==> src/rtl/mdio_pkg.sv <==
package mdio_pkg;

  typedef enum logic [2:0] {
    ST_HUNT  = 3'd0,
    ST_START = 3'd1,
    ST_OPC   = 3'd2,
    ST_PADDR = 3'd3,
    ST_RADDR = 3'd4,
    ST_TURN  = 3'd5,
    ST_DATA  = 3'd6
  } dec_state_e;

  localparam logic [1:0] OPC_READ = 2'b10;

endpackage

==> src/rtl/mdio_bb_port.sv <==
module mdio_bb_port (
  input  logic       clk,
  input  logic       rst,
  input  logic       wr_i,
  input  logic [2:0] wdata_i,
  input  logic       slv_drv_i,
  input  logic       slv_bit_i,
  output logic       step_o,
  output logic       rise_o,
  output logic       sample_o,
  output logic       line_o
);

  logic mdc_q, oe_q, val_q;

  always_ff @(posedge clk) begin
    if (rst) begin
      mdc_q <= 1'b0;
      oe_q  <= 1'b0;
      val_q <= 1'b1;
    end else if (wr_i) begin
      mdc_q <= wdata_i[2];
      oe_q  <= wdata_i[1];
      val_q <= wdata_i[0];
    end
  end

  // an edge exists only when the written clock level differs from the held one
  assign step_o = wr_i && (wdata_i[2] != mdc_q);
  assign rise_o = wdata_i[2];

  // level seen at this edge: block first, then the new software value, else pull-up
  assign sample_o = slv_drv_i ? slv_bit_i : (wdata_i[1] ? wdata_i[0] : 1'b1);
  assign line_o   = slv_drv_i ? slv_bit_i : (oe_q ? val_q : 1'b1);

endmodule

==> src/rtl/mdio_frame_dec.sv <==
module mdio_frame_dec #(
  parameter int PRE_LEN = 32,
  parameter int AW      = 5,
  parameter int RW      = 5,
  parameter int DW      = 16
) (
  input  logic                 clk,
  input  logic                 rst,
  input  logic                 step_i,
  input  logic                 rise_i,
  input  logic                 smp_i,
  input  logic [(1<<AW)-1:0]   present_i,
  input  logic [DW-1:0]        rdata_i,
  output logic                 slv_drv_o,
  output logic                 slv_bit_o,
  output logic                 err_o,
  output logic                 rd_req_o,
  output logic                 wr_req_o,
  output logic [AW-1:0]        addr_o,
  output logic [RW-1:0]        reg_o,
  output logic [DW-1:0]        wdata_o
);
  import mdio_pkg::*;

  localparam int CMAX = (PRE_LEN > DW) ? PRE_LEN : DW;
  localparam int CW   = $clog2(CMAX + 1);

  dec_state_e     st_q;
  logic [CW-1:0]  cnt_q;
  logic [1:0]     opc_q;
  logic [AW-1:0]  addr_q;
  logic [RW-1:0]  reg_q;
  logic [DW-1:0]  sh_q;
  logic           is_rd_q, pend_q, pres_q;
  logic           drv_q, bit_q, err_q, wr_q;
  logic [DW-1:0]  wd_q;
  logic [DW-1:0]  fetched, eff;

  assign fetched = pres_q ? rdata_i : {DW{1'b1}};
  // a falling edge in the fetch cycle must see the value being fetched
  assign eff     = pend_q ? fetched : sh_q;

  always_ff @(posedge clk) begin
    if (rst) begin
      st_q    <= ST_HUNT;
      cnt_q   <= '0;
      opc_q   <= '0;
      addr_q  <= '0;
      reg_q   <= '0;
      sh_q    <= '0;
      is_rd_q <= 1'b0;
      pend_q  <= 1'b0;
      pres_q  <= 1'b0;
      drv_q   <= 1'b0;
      bit_q   <= 1'b1;
      err_q   <= 1'b0;
      wr_q    <= 1'b0;
      wd_q    <= '0;
    end else begin
      pend_q <= 1'b0;
      wr_q   <= 1'b0;
      if (pend_q) sh_q <= fetched;
      if (step_i) begin
        if (rise_i) begin
          unique case (st_q)
            ST_HUNT: begin
              if (smp_i) begin
                if (cnt_q < CW'(PRE_LEN)) cnt_q <= cnt_q + 1'b1;
              end else if (cnt_q >= CW'(PRE_LEN)) begin
                st_q  <= ST_START;
                cnt_q <= '0;
              end else begin
                cnt_q <= '0;
              end
            end
            ST_START: begin
              if (!smp_i) err_q <= 1'b1;
              st_q  <= ST_OPC;
              cnt_q <= '0;
            end
            ST_OPC: begin
              opc_q <= {opc_q[0], smp_i};
              if (cnt_q == CW'(1)) begin
                st_q  <= ST_PADDR;
                cnt_q <= '0;
              end else cnt_q <= cnt_q + 1'b1;
            end
            ST_PADDR: begin
              addr_q <= {addr_q[AW-2:0], smp_i};
              if (cnt_q == CW'(AW-1)) begin
                st_q  <= ST_RADDR;
                cnt_q <= '0;
              end else cnt_q <= cnt_q + 1'b1;
            end
            ST_RADDR: begin
              reg_q <= {reg_q[RW-2:0], smp_i};
              if (cnt_q == CW'(RW-1)) begin
                st_q  <= ST_TURN;
                cnt_q <= '0;
              end else cnt_q <= cnt_q + 1'b1;
            end
            ST_TURN: begin
              if (cnt_q == CW'(1)) begin
                st_q  <= ST_DATA;
                cnt_q <= '0;
                if (opc_q == OPC_READ) begin
                  is_rd_q <= 1'b1;
                  drv_q   <= 1'b1;
                  bit_q   <= 1'b0;
                  pend_q  <= 1'b1;
                  pres_q  <= present_i[addr_q];
                end
              end else cnt_q <= cnt_q + 1'b1;
            end
            ST_DATA: begin
              if (!is_rd_q) sh_q <= {sh_q[DW-2:0], smp_i};
              if (cnt_q == CW'(DW-1)) begin
                st_q    <= ST_HUNT;
                cnt_q   <= '0;
                drv_q   <= 1'b0;
                is_rd_q <= 1'b0;
                if (!is_rd_q) begin
                  wr_q <= present_i[addr_q];
                  wd_q <= {sh_q[DW-2:0], smp_i};
                end
              end else cnt_q <= cnt_q + 1'b1;
            end
            default: st_q <= ST_HUNT;
          endcase
        end else if (st_q == ST_DATA && is_rd_q) begin
          bit_q <= eff[DW-1];
          sh_q  <= {eff[DW-2:0], 1'b0};
        end
      end
    end
  end

  assign slv_drv_o = drv_q;
  assign slv_bit_o = bit_q;
  assign err_o     = err_q;
  assign rd_req_o  = pend_q && pres_q;
  assign wr_req_o  = wr_q;
  assign addr_o    = addr_q;
  assign reg_o     = reg_q;
  assign wdata_o   = wd_q;

endmodule

==> src/rtl/mdio_mgmt_slave.sv <==
module mdio_mgmt_slave #(
  parameter int PRE_LEN = 32,
  parameter int AW      = 5,
  parameter int RW      = 5,
  parameter int DW      = 16
) (
  input  logic                clk,
  input  logic                rst,
  input  logic                ctl_wr,
  input  logic [2:0]          ctl_wdata,
  output logic [1:0]          stat_rdata,
  input  logic [(1<<AW)-1:0]  phy_present,
  output logic                phy_rd_req,
  output logic                phy_wr_req,
  output logic [AW-1:0]       phy_addr,
  output logic [RW-1:0]       phy_reg,
  output logic [DW-1:0]       phy_wdata,
  input  logic [DW-1:0]       phy_rdata
);

  logic step, rise, smp, line, slv_drv, slv_bit, err;

  mdio_bb_port u_port (
    .clk       (clk),
    .rst       (rst),
    .wr_i      (ctl_wr),
    .wdata_i   (ctl_wdata),
    .slv_drv_i (slv_drv),
    .slv_bit_i (slv_bit),
    .step_o    (step),
    .rise_o    (rise),
    .sample_o  (smp),
    .line_o    (line)
  );

  mdio_frame_dec #(
    .PRE_LEN (PRE_LEN),
    .AW      (AW),
    .RW      (RW),
    .DW      (DW)
  ) u_dec (
    .clk       (clk),
    .rst       (rst),
    .step_i    (step),
    .rise_i    (rise),
    .smp_i     (smp),
    .present_i (phy_present),
    .rdata_i   (phy_rdata),
    .slv_drv_o (slv_drv),
    .slv_bit_o (slv_bit),
    .err_o     (err),
    .rd_req_o  (phy_rd_req),
    .wr_req_o  (phy_wr_req),
    .addr_o    (phy_addr),
    .reg_o     (phy_reg),
    .wdata_o   (phy_wdata)
  );

  assign stat_rdata = {err, line};

endmodule

==> config.mk <==
export PLATFORM = sky130hd
export DESIGN_NAME = mdio_mgmt_slave
export DESIGN_NICKNAME = d
export VERILOG_FILES = /design/src/rtl/mdio_pkg.sv /design/src/rtl/mdio_bb_port.sv /design/src/rtl/mdio_frame_dec.sv /design/src/rtl/mdio_mgmt_slave.sv
export SDC_FILE = /design/constraint.sdc
export NUM_CORES = 1
export LEC_CHECK = 0
export CAP_MARGIN = 20
export CORE_MARGIN = 2
export CORE_UTILIZATION = 50
export CTS_CLUSTER_SIZE = 30
export DETAILED_ROUTE_END_ITERATION = 10
export DONT_BUFFER_PORTS = 1
export GPL_TIMING_DRIVEN = 1
export RECOVER_POWER = 100
export SETUP_SLACK_MARGIN = 0.15
export SLEW_MARGIN = 20
export SYNTH_ARGS = -nofsm -noshare
export SYNTH_HDL_FRONTEND = slang
export SYNTH_SLANG_ARGS = --single-unit
==> constraint.sdc <==
create_clock -name clk -period 2.2 [get_ports clk]
set_input_delay 0.22 -clock clk [delete_from_list [all_inputs] [get_ports clk]]
set_output_delay 0.22 -clock clk [all_outputs]
set_load 0.02 [all_outputs]
==> impl_metrics.toml, run 1 <==
[logic_synthesis]
yosysTopAreaCellShare = 0.3552
avgSynthCellArea_um2 = 8.052
yosysTopAreaCell = "dfxtp_1"
synth_ff_type = "dfxtp_1"
synth_cell_types = 67
synth_nets = 491
ys_ff_latch = 62
synth_edf_count = 0
synth_seq_area_share = 0.3552
postSynthCellCount = 434
ys_async_sr_fraction = 0
yosys_warnings = 0
syn-cell-area_um2 = 3495
synth_area_leaders = "dfxtp_1 (36%), nand2_1 (9.0%), mux2i_1 (8.0%)"

[finish]
stdcell_count = 526
final_cell_mix = "nand2_1 (84), dfxtp_1 (59), a21oi_1 (43)"
final_common_cell = "nand2_1"
drive_gt1_frac = 0.1419
diodes = 0
design_area_um2 = 3787
fin_nets = 482
area_delta_synth_final_pct = 8.378

[sta]
finClkSkew_ps = 6.801
setup_viol = 0
hold_viol = 0
min_period_ps = 1984
fmax_mhz = 504.1
finalMaxSlewViolations = 0
max_slew_margin = 0.6075
fin_crit_sh = 0.9017
fin_tns_setup_ps = 0
rsz0062_at_grt = "no"
worstMarginPinSlew_ps = 588.7

[global_routing]
grt_overflow = 0
grt_pass1_wl_um = 13150
grt_pass1_vias = 2762
track_usage = 0.2141
antenna_found_initial = 0
grt_max_degree = 58

[cts]
htree_levels = 3
insertion_delay_ps = 340
cts_root_buffer = "clkbuf_8"
cts_tree = "built"
clock_sinks = 62
clock_path_buffers = 2
cts_buffers = 9
clk_pin_slew_worst_paths_ps = 70

[critical_path]
critPathSlowestCell = "dfxtp_2"
crit_chain = "ha_1 > nand3_1 > nor3_1 > o2bb2ai_1 > a21oi_4 > nand2_1 > a32o_1"
critical_path.max_fanout = 6
cp-startpoint = "u_dec.cnt_q[0]"
cp.arrival_ps = 2220
ff2ff_path_depth = 7
crit_required_ps = 2430
path_class = "register to register"
cp-start-kind = "register"
cp-endpoint = "u_dec.st_q[2]"
max_stage_delay_ps = 380
crit_path_end_kind = "register"
r2r_start = "u_dec.cnt_q[0]"
worstReg2RegEnd = "u_dec.st_q[2]"
r2r_slack_ps = 220

[routing]
dr.first_iter.drc_count = 136
drc = 0
vias = 3073
routedWlPerCell_um = 15.73
via_per_inst = 5.842
finalWirelength_um = 8275
postRouteAntennaNets = 0
drt_pass1_iterations = 4

[power]
p_leak_nw = 1.262
power_mw = 2.273
ir_drop_v = 0.0003492
power.density_nw_per_um2 = 600.0

[floorplan]
rows = 30
start_util = 0.5144
core-area_um2 = 6794
ios = 84
die_y_um = 87.60
design.die.area_um2 = 7674
dieWidth_um = 87.60

[placed_design]
gp_congestion = 0.8709
dp_cells = 508
placed_area_um2 = 3556
dp_hpwl_um = 5733
numPortBuffers = 0

[flow_run]
cap_violations = 0

[min_path]
min_path_type = "primary input to register"

[status]
run_status = "finished clean"
state kept, by name (all words and copies together), names as in the netlist, 2 cells and up:
name,cells
u_dec.sh_q,16
u_dec.wdata_o,16
u_dec.cnt_q,6
u_dec.addr_o,5
u_dec.reg_o,5
u_dec.st_q,3
u_dec.opc_q,2
where the power goes:
group          total, mW  leakage (nW)  switching (mW)  internal [mW]
Sequential          1.13         0.501         0.00502           1.13
Clock               1.02         0.106           0.443          0.580
Combinational      0.117         0.654          0.0721         0.0453
layout make-up:
cell class / instances / area (um2)
tap: 96 / 120.1
timing repair buffer: 15 / 136.4
inverter: 7 / 26.28
sequential: 62 / 1245
clock buffer: 12 / 155.1
multi-input combinational: 330 / 2059
fill: 680 / 3007
clock inverter: 4 / 45.04
metrics by stage:
| step | utilization | setup slack (ps) | hold slack [ps] |
|---|---|---|---|
| after CTS | 0.5569 | 176.7 | 11.98 |
| final | 0.5575 | 216.2 | 21.20 |
| after global routing | 0.5575 | 87.33 | 45.86 |
| after detailed placement | 0.5234 | 199.2 | 288.8 |
| after global placement | 0.5234 | 251.9 | 287.3 |
| after floorplan | - | 388.4 | 348.5 |
kinds of logic (layout without fill, tap and decap cells):
kind of cell               after synthesis  count (layout)  share of synthesized area
AOI/OAI and AO/OA                      130             130                     0.2578
xor gates and xnor gates                 2               2                   0.005013
adders and majority gates                3               3                    0.01074
buffers and inverters                   42              38                    0.05585
DFF                                     62              62                     0.3552
muxes                                   29              29                    0.08342
and+or+nand+nor                        166             166                     0.2320
worst min path at each step:
stage	start	to	cells after the start
global placement	rst	u_dec.cnt_q[3]	1
floorplan	ctl_wdata[0]	u_port.val_q	2
global route	ctl_wdata[2]	u_port.mdc_q	2
finish	ctl_wdata[0]	u_port.val_q	2
detailed placement	rst	u_dec.cnt_q[3]	1
CTS	ctl_wdata[0]	u_port.val_q	2
metal layers:
| layer | routed length [um] | track usage | vias to the layer above |
|---|---|---|---|
| met5 | 0 | 0 | - |
| li1 | - | - | 1530 |
| met4 | 70 | 0.06713 | 0 |
| met1 | 3719 | 0.2761 | 1461 |
| met2 | 4052 | 0.3602 | 75 |
| met3 | 433 | 0.04336 | 7 |
cells in the mapped netlist (4+ instances only):
library cell,instances
a31oi_1,4
nor3_1,5
buf_2,12
mux2i_1,28
nor2_1,25
nor2b_1,5
o22ai_1,16
nand3_1,11
o21ai_1,13
buf_4,6
a31o_2,12
nand2_1,84
nand2b_1,6
dfxtp_1,62
and3_1,5
o21ai_0,8
inv_1,6
a21oi_1,43
clkbuf_1,17
timing repair:
| action | 4_1_cts | 5_1_grt |
|---|---|---|
| setup endpoints to repair | 0 | 13 |
| resized for setup | 0 | 5 |
| buffers inserted | 0 | 1 |
| hold endpoints to repair | 57 | 0 |
| hold buffers | 1 | 0 |
critical path: cells and delay by family (launching register included):
kind,cells,cell delay [ps]
fa+ha+maj,1,220
simple gates,3,560
flops,1,380
compound gates,3,720
(Power assumes the default switching activity.)
==> run 2, diff against run 1 <==
Clock period 2.2 ns to 2.45 ns, I/O delays scaled along.
==> run 2 against run 1 <==
Effect of this change: final area decreased by 0.92%; global-route usage increased by 1.2 points; maximum frequency decreased by 7.4%; core utilization decreased by 0.52 points; critical path type unchanged; largest power group unchanged; clock power about the same; die area unchanged; largest cell class unchanged; power decreased by 7.1%.
==> impl_metrics.toml, run 2 (same netlist as run 1, synthesis figures left out) <==
[sta]
fin_ws_ps = 306.8
rsz0062_at_grt = "no"
setup_viol = 0
fin_crit_sh = 0.8748
fmax_mhz = 466.6
worstMarginPinSlew_ps = 725.6
min_period_ps = 2143
hold_viol = 0
fin_tns_setup_ps = 0
max_slew_margin = 0.5162
finalMaxSlewViolations = 0
finClkSkew_ps = 9.741

[floorplan]
ios = 84
design.die.area_um2 = 7674
start_util = 0.5144
core-area_um2 = 6794
rows = 30
die_y_um = 87.60
dieWidth_um = 87.60

[routing]
dr.first_iter.drc_count = 182
routedWlPerCell_um = 16.06
vias = 3056
via_per_inst = 5.832
postRouteAntennaNets = 0
drt_pass1_iterations = 4
finalWirelength_um = 8415
drc = 0

[critical_path]
cp-start-kind = "register"
crit_required_ps = 2700
path_class = "register to register"
cp.arrival_ps = 2390
r2r_start = "u_dec.cnt_q[1]"
ff2ff_path_depth = 8
worstReg2RegEnd = "u_dec.cnt_q[4]"
r2r_slack_ps = 310
critical_path.max_fanout = 5
crit_path_end_kind = "register"

[status]
run_status = "finished clean"

[placed_design]
dp_hpwl_um = 5796
numPortBuffers = 0
gp_congestion = 0.8855
dp_slack_ps = 424.6

[global_routing]
track_usage = 0.2257
grt_overflow = 0
antenna_found_initial = 0
grt_pass1_vias = 2928
grt_pass1_wl_um = 13830
grt_max_degree = 57

[min_path]
min_path_type = "primary input to register"
hold_path_startpoint = "ctl_wdata[0]"
min_to = "u_port.val_q"
worstHoldPathCells = 2

[power]
ir_drop_v = 0.0003502
seq_power_share = 0.482
p_int_mw = 1.649
power.density_nw_per_um2 = 562.8
pwr-share-comb = 0.049
clockPowerShare = 0.469
switchingPower_uw = 463.0
switching_share = 0.2192
p_leak_nw = 1.237

[cts]
clock_sinks = 62
cts_buffers = 9
insertion_delay_ps = 350
cts_tree = "built"
clock_path_buffers = 2
clk_pin_slew_worst_paths_ps = 70
htree_levels = 3
post-cts-setup-buffers = 0
cts_root_buffer = "clkbuf_8"

[finish]
fillers = 653
multi_input_area_um2 = 2037
area_delta_synth_final_pct = 7.376
drive_gt1_frac = 0.1145
seq_area_um2 = 1241
final_util = 0.5523
diodes = 0
final_cell_mix = "nand2_1 (84), dfxtp_1 (62), a21oi_1 (43)"
final_common_cell = "nand2_1"
fin_nets = 480

[flow_run]
cap_violations = 0
## run 2: changes by cell type in the layout (fill, tap and decap cells not counted), moves of 3 or more
cell      change
clkbuf_1      +4
o21ai_0       -6
dfxtp_1       +3
buf_4         -5
o21ai_1       +6
dfxtp_2       -3
## run 2: how the worst max path moves through the flow
| stage | from | to | slack (ps) | depth (start not counted) |
|---|---|---|---|---|
| final | u_dec.cnt_q[1] | u_dec.cnt_q[4] | 310 | 8 |
| after floorplan | u_dec.cnt_q[1] | u_dec.cnt_q[3] | 640 | 8 |
| after CTS | u_dec.cnt_q[0] | u_dec.cnt_q[3] | 390 | 7 |
| after global placement | u_dec.st_q[0] | u_dec.slv_bit_o | 490 | 5 |
| after global routing | u_dec.st_q[1] | u_dec.sh_q[15] | 130 | 7 |
| after detailed placement | u_dec.cnt_q[0] | u_dec.cnt_q[3] | 420 | 7 |
## run 2: layout make-up
class,count,area share
tap,96,0.03201
inverter,7,0.007002
sequential,62,0.3308
clock inverter,4,0.01867
timing repair buffer,13,0.03001
multi-input combinational,330,0.5428
clock buffer,12,0.03868
## run 2: routing by layer
layer / track usage / vias up / wire (um)
li1: - / 1532 / -
met1: 0.2794 / 1431 / 3726
met2: 0.3926 / 83 / 4169
met3: 0.04336 / 10 / 438
met4: 0.07692 / 0 / 81
met5: 0 / - / 0
## run 2: repair_timing
action                                 4_1_cts  5_1_grt
gates resized for setup                      0        0
endpoints found under the hold margin       56        0
hold buffers                                 2        0
## run 2: stage by stage
stage	cell area, um2	cells	power (mW)	hold WS [ps]
2_1_floorplan	3495	434	1.125	373.5
3_3_place_gp	3541	506	1.121	313.5
3_5_place_dp	3541	506	1.123	314.1
4_1_cts	3794	524	2.146	16.25
5_1_grt	3752	524	2.193	55.50
6_report	3752	524	2.112	46.12
## run 2: power by group through the flow
stage               Clock (mW)  Sequential, mW  Combinational [mW]
CTS                       1.02            1.02               0.106
finish                   0.990            1.02               0.104
global route              1.06            1.02               0.115
detailed placement           0            1.04              0.0834
global placement             0            1.04              0.0821
floorplan                    0            1.04              0.0865
## run 2: critical path, cell delays in order, from the launching register on
cell and delay [ps]:
dfxtp_1 370, inv_1 80, ha_1 170, nor3b_2 180, a2111oi_4 370, nor4_2 120
a32oi_1 350, nand2_1 170, o41ai_1 230
==> run 3, diff against run 2 <==
Settings changed: CORE_UTILIZATION 50 to 33.
==> run 3 against run 2 <==
Effect of this change: die area is 49% higher; core utilization fell by 19 points; via count up 2.2%; register-to-register slack improved by 50 ps; routed wire length is 5.6% higher; clock-buffer cell count unchanged; final area increased by 0.70%; critical path type unchanged.
==> impl_metrics.toml, run 3 (same netlist as run 1, synthesis figures left out) <==
[floorplan]
start_util = 0.3385
design.die.area_um2 = 11430
rows = 37
die_y_um = 106.9
dieWidth_um = 106.9
ios = 84
core-area_um2 = 10320

[finish]
stdcell_count = 560
design_area_um2 = 3779
fillers = 1103
diodes = 0
seq_area_um2 = 1242
multi_input_area_um2 = 2034
fin_nets = 477
drive_gt1_frac = 0.1203
final_cell_mix = "nand2_1 (84), dfxtp_1 (61), a21oi_1 (44)"
final_common_cell = "nand2_1"
area_delta_synth_final_pct = 8.127
final_util = 0.3660

[placed_design]
dp_hpwl_um = 6160
numPortBuffers = 0
placed_area_um2 = 3576
dp_slack_ps = 365.6
dp_cells = 544
gp_congestion = 0.8324

[routing]
drc = 0
dr.first_iter.drc_count = 151
vias = 3122
postRouteAntennaNets = 0
via_per_inst = 5.575
finalWirelength_um = 8884
routedWlPerCell_um = 15.86
drt_pass1_iterations = 5

[sta]
fin_crit_sh = 0.8535
finalMaxSlewViolations = 0
rsz0062_at_grt = "no"
worstMarginPinSlew_ps = 583.6
hold_viol = 0
min_period_ps = 2091
hold_ws_ps = 28.27
fin_ws_ps = 358.9
max_slew_margin = 0.6096
finClkSkew_ps = 5.520
fmax_mhz = 478.2
setup_viol = 0
fin_tns_setup_ps = 0

[critical_path]
cp-start-kind = "register"
crit_path_end_kind = "register"
cp.arrival_ps = 2310
critical_path.max_fanout = 6
crit_required_ps = 2670
path_class = "register to register"

[global_routing]
grt_pass1_vias = 2934
grt_max_degree = 57
track_usage = 0.1573
grt_pass1_wl_um = 14420
grt_overflow = 0
antenna_found_initial = 0

[cts]
clk_pin_slew_worst_paths_ps = 70
insertion_delay_ps = 340
clock_path_buffers = 2
cts_buffers = 9
htree_levels = 3
cts_tree = "built"
clock_sinks = 62
cts_root_buffer = "clkbuf_8"
post-cts-setup-buffers = 0

[power]
power_mw = 2.074
power.density_nw_per_um2 = 548.9
pwr-share-comb = 0.049
seq_power_share = 0.490
ir_drop_v = 0.0001795
switchingPower_uw = 479.7
switching_share = 0.2313
clockPowerShare = 0.461
p_leak_nw = 1.224
p_int_mw = 1.594

[status]
run_status = "finished clean"

[min_path]
min_path_type = "primary input to register"

[flow_run]
cap_violations = 0
-- run 3: cell types whose count changed in the layout (fill, tap and decap cells not counted), sizes merged --
cell / before / now
clkinv: 2 / 1
bufinv: 2 / 1
clkinvlp: 0 / 1
clkbuf: 18 / 15
dlygate4sd3: 1 / 0
buf: 6 / 7
-- run 3: final cells by class --
| type | count | area share |
|---|---|---|
| inverters | 7 | 0.006954 |
| repair buffers | 10 | 0.02583 |
| multi-input cells | 330 | 0.5384 |
| well taps | 136 | 0.04503 |
| flip-flops and latches | 62 | 0.3288 |
| clock buffers | 12 | 0.04371 |
| clock inverters | 3 | 0.01126 |
-- run 3: power groups by stage --
stage	Sequential, mW	Combinational [mW]	Clock (mW)
floorplan	1.04	0.0865	0
global placement	1.04	0.0820	0
detailed placement	1.04	0.0837	0
CTS	1.02	0.104	0.983
global route	1.02	0.113	1.03
finish	1.02	0.102	0.956
-- run 3: repair_timing --
item                                    4_1_cts  5_1_grt
endpoints found under the setup margin        0       10
hold buffers                                  1        0
endpoints found under the hold margin        56        0
resized for setup                             0        1
-- run 3: path summary, 6_finish.rpt --
check                      start             end  slack [ps]  cells after the start
setup / recovery  u_dec.cnt_q[0]  u_dec.cnt_q[3]         360                      7
hold / removal               rst   u_dec.st_q[0]          30                      1
setup reg to reg  u_dec.cnt_q[0]  u_dec.cnt_q[3]         360                      7
hold reg to reg   u_dec.opc_q[1]  u_dec.opc_q[1]         470                      2
-- run 3: per-layer routing --
metal,global-route usage,vias up,wire length (um)
met4,0.05844,0,125
met5,0,-,0
li1,-,1533,-
met1,0.1948,1465,3900
met2,0.2698,112,4322
met3,0.03100,12,536
-- run 3: critical path, stage by stage, from the launching register on --
cell,delay [ps]
dfxtp_1,430
ha_1,170
nor3b_2,310
a2111oi_4,120
nor4_2,450
a32oi_1,210
a21bo_1,230
a21oi_1,60
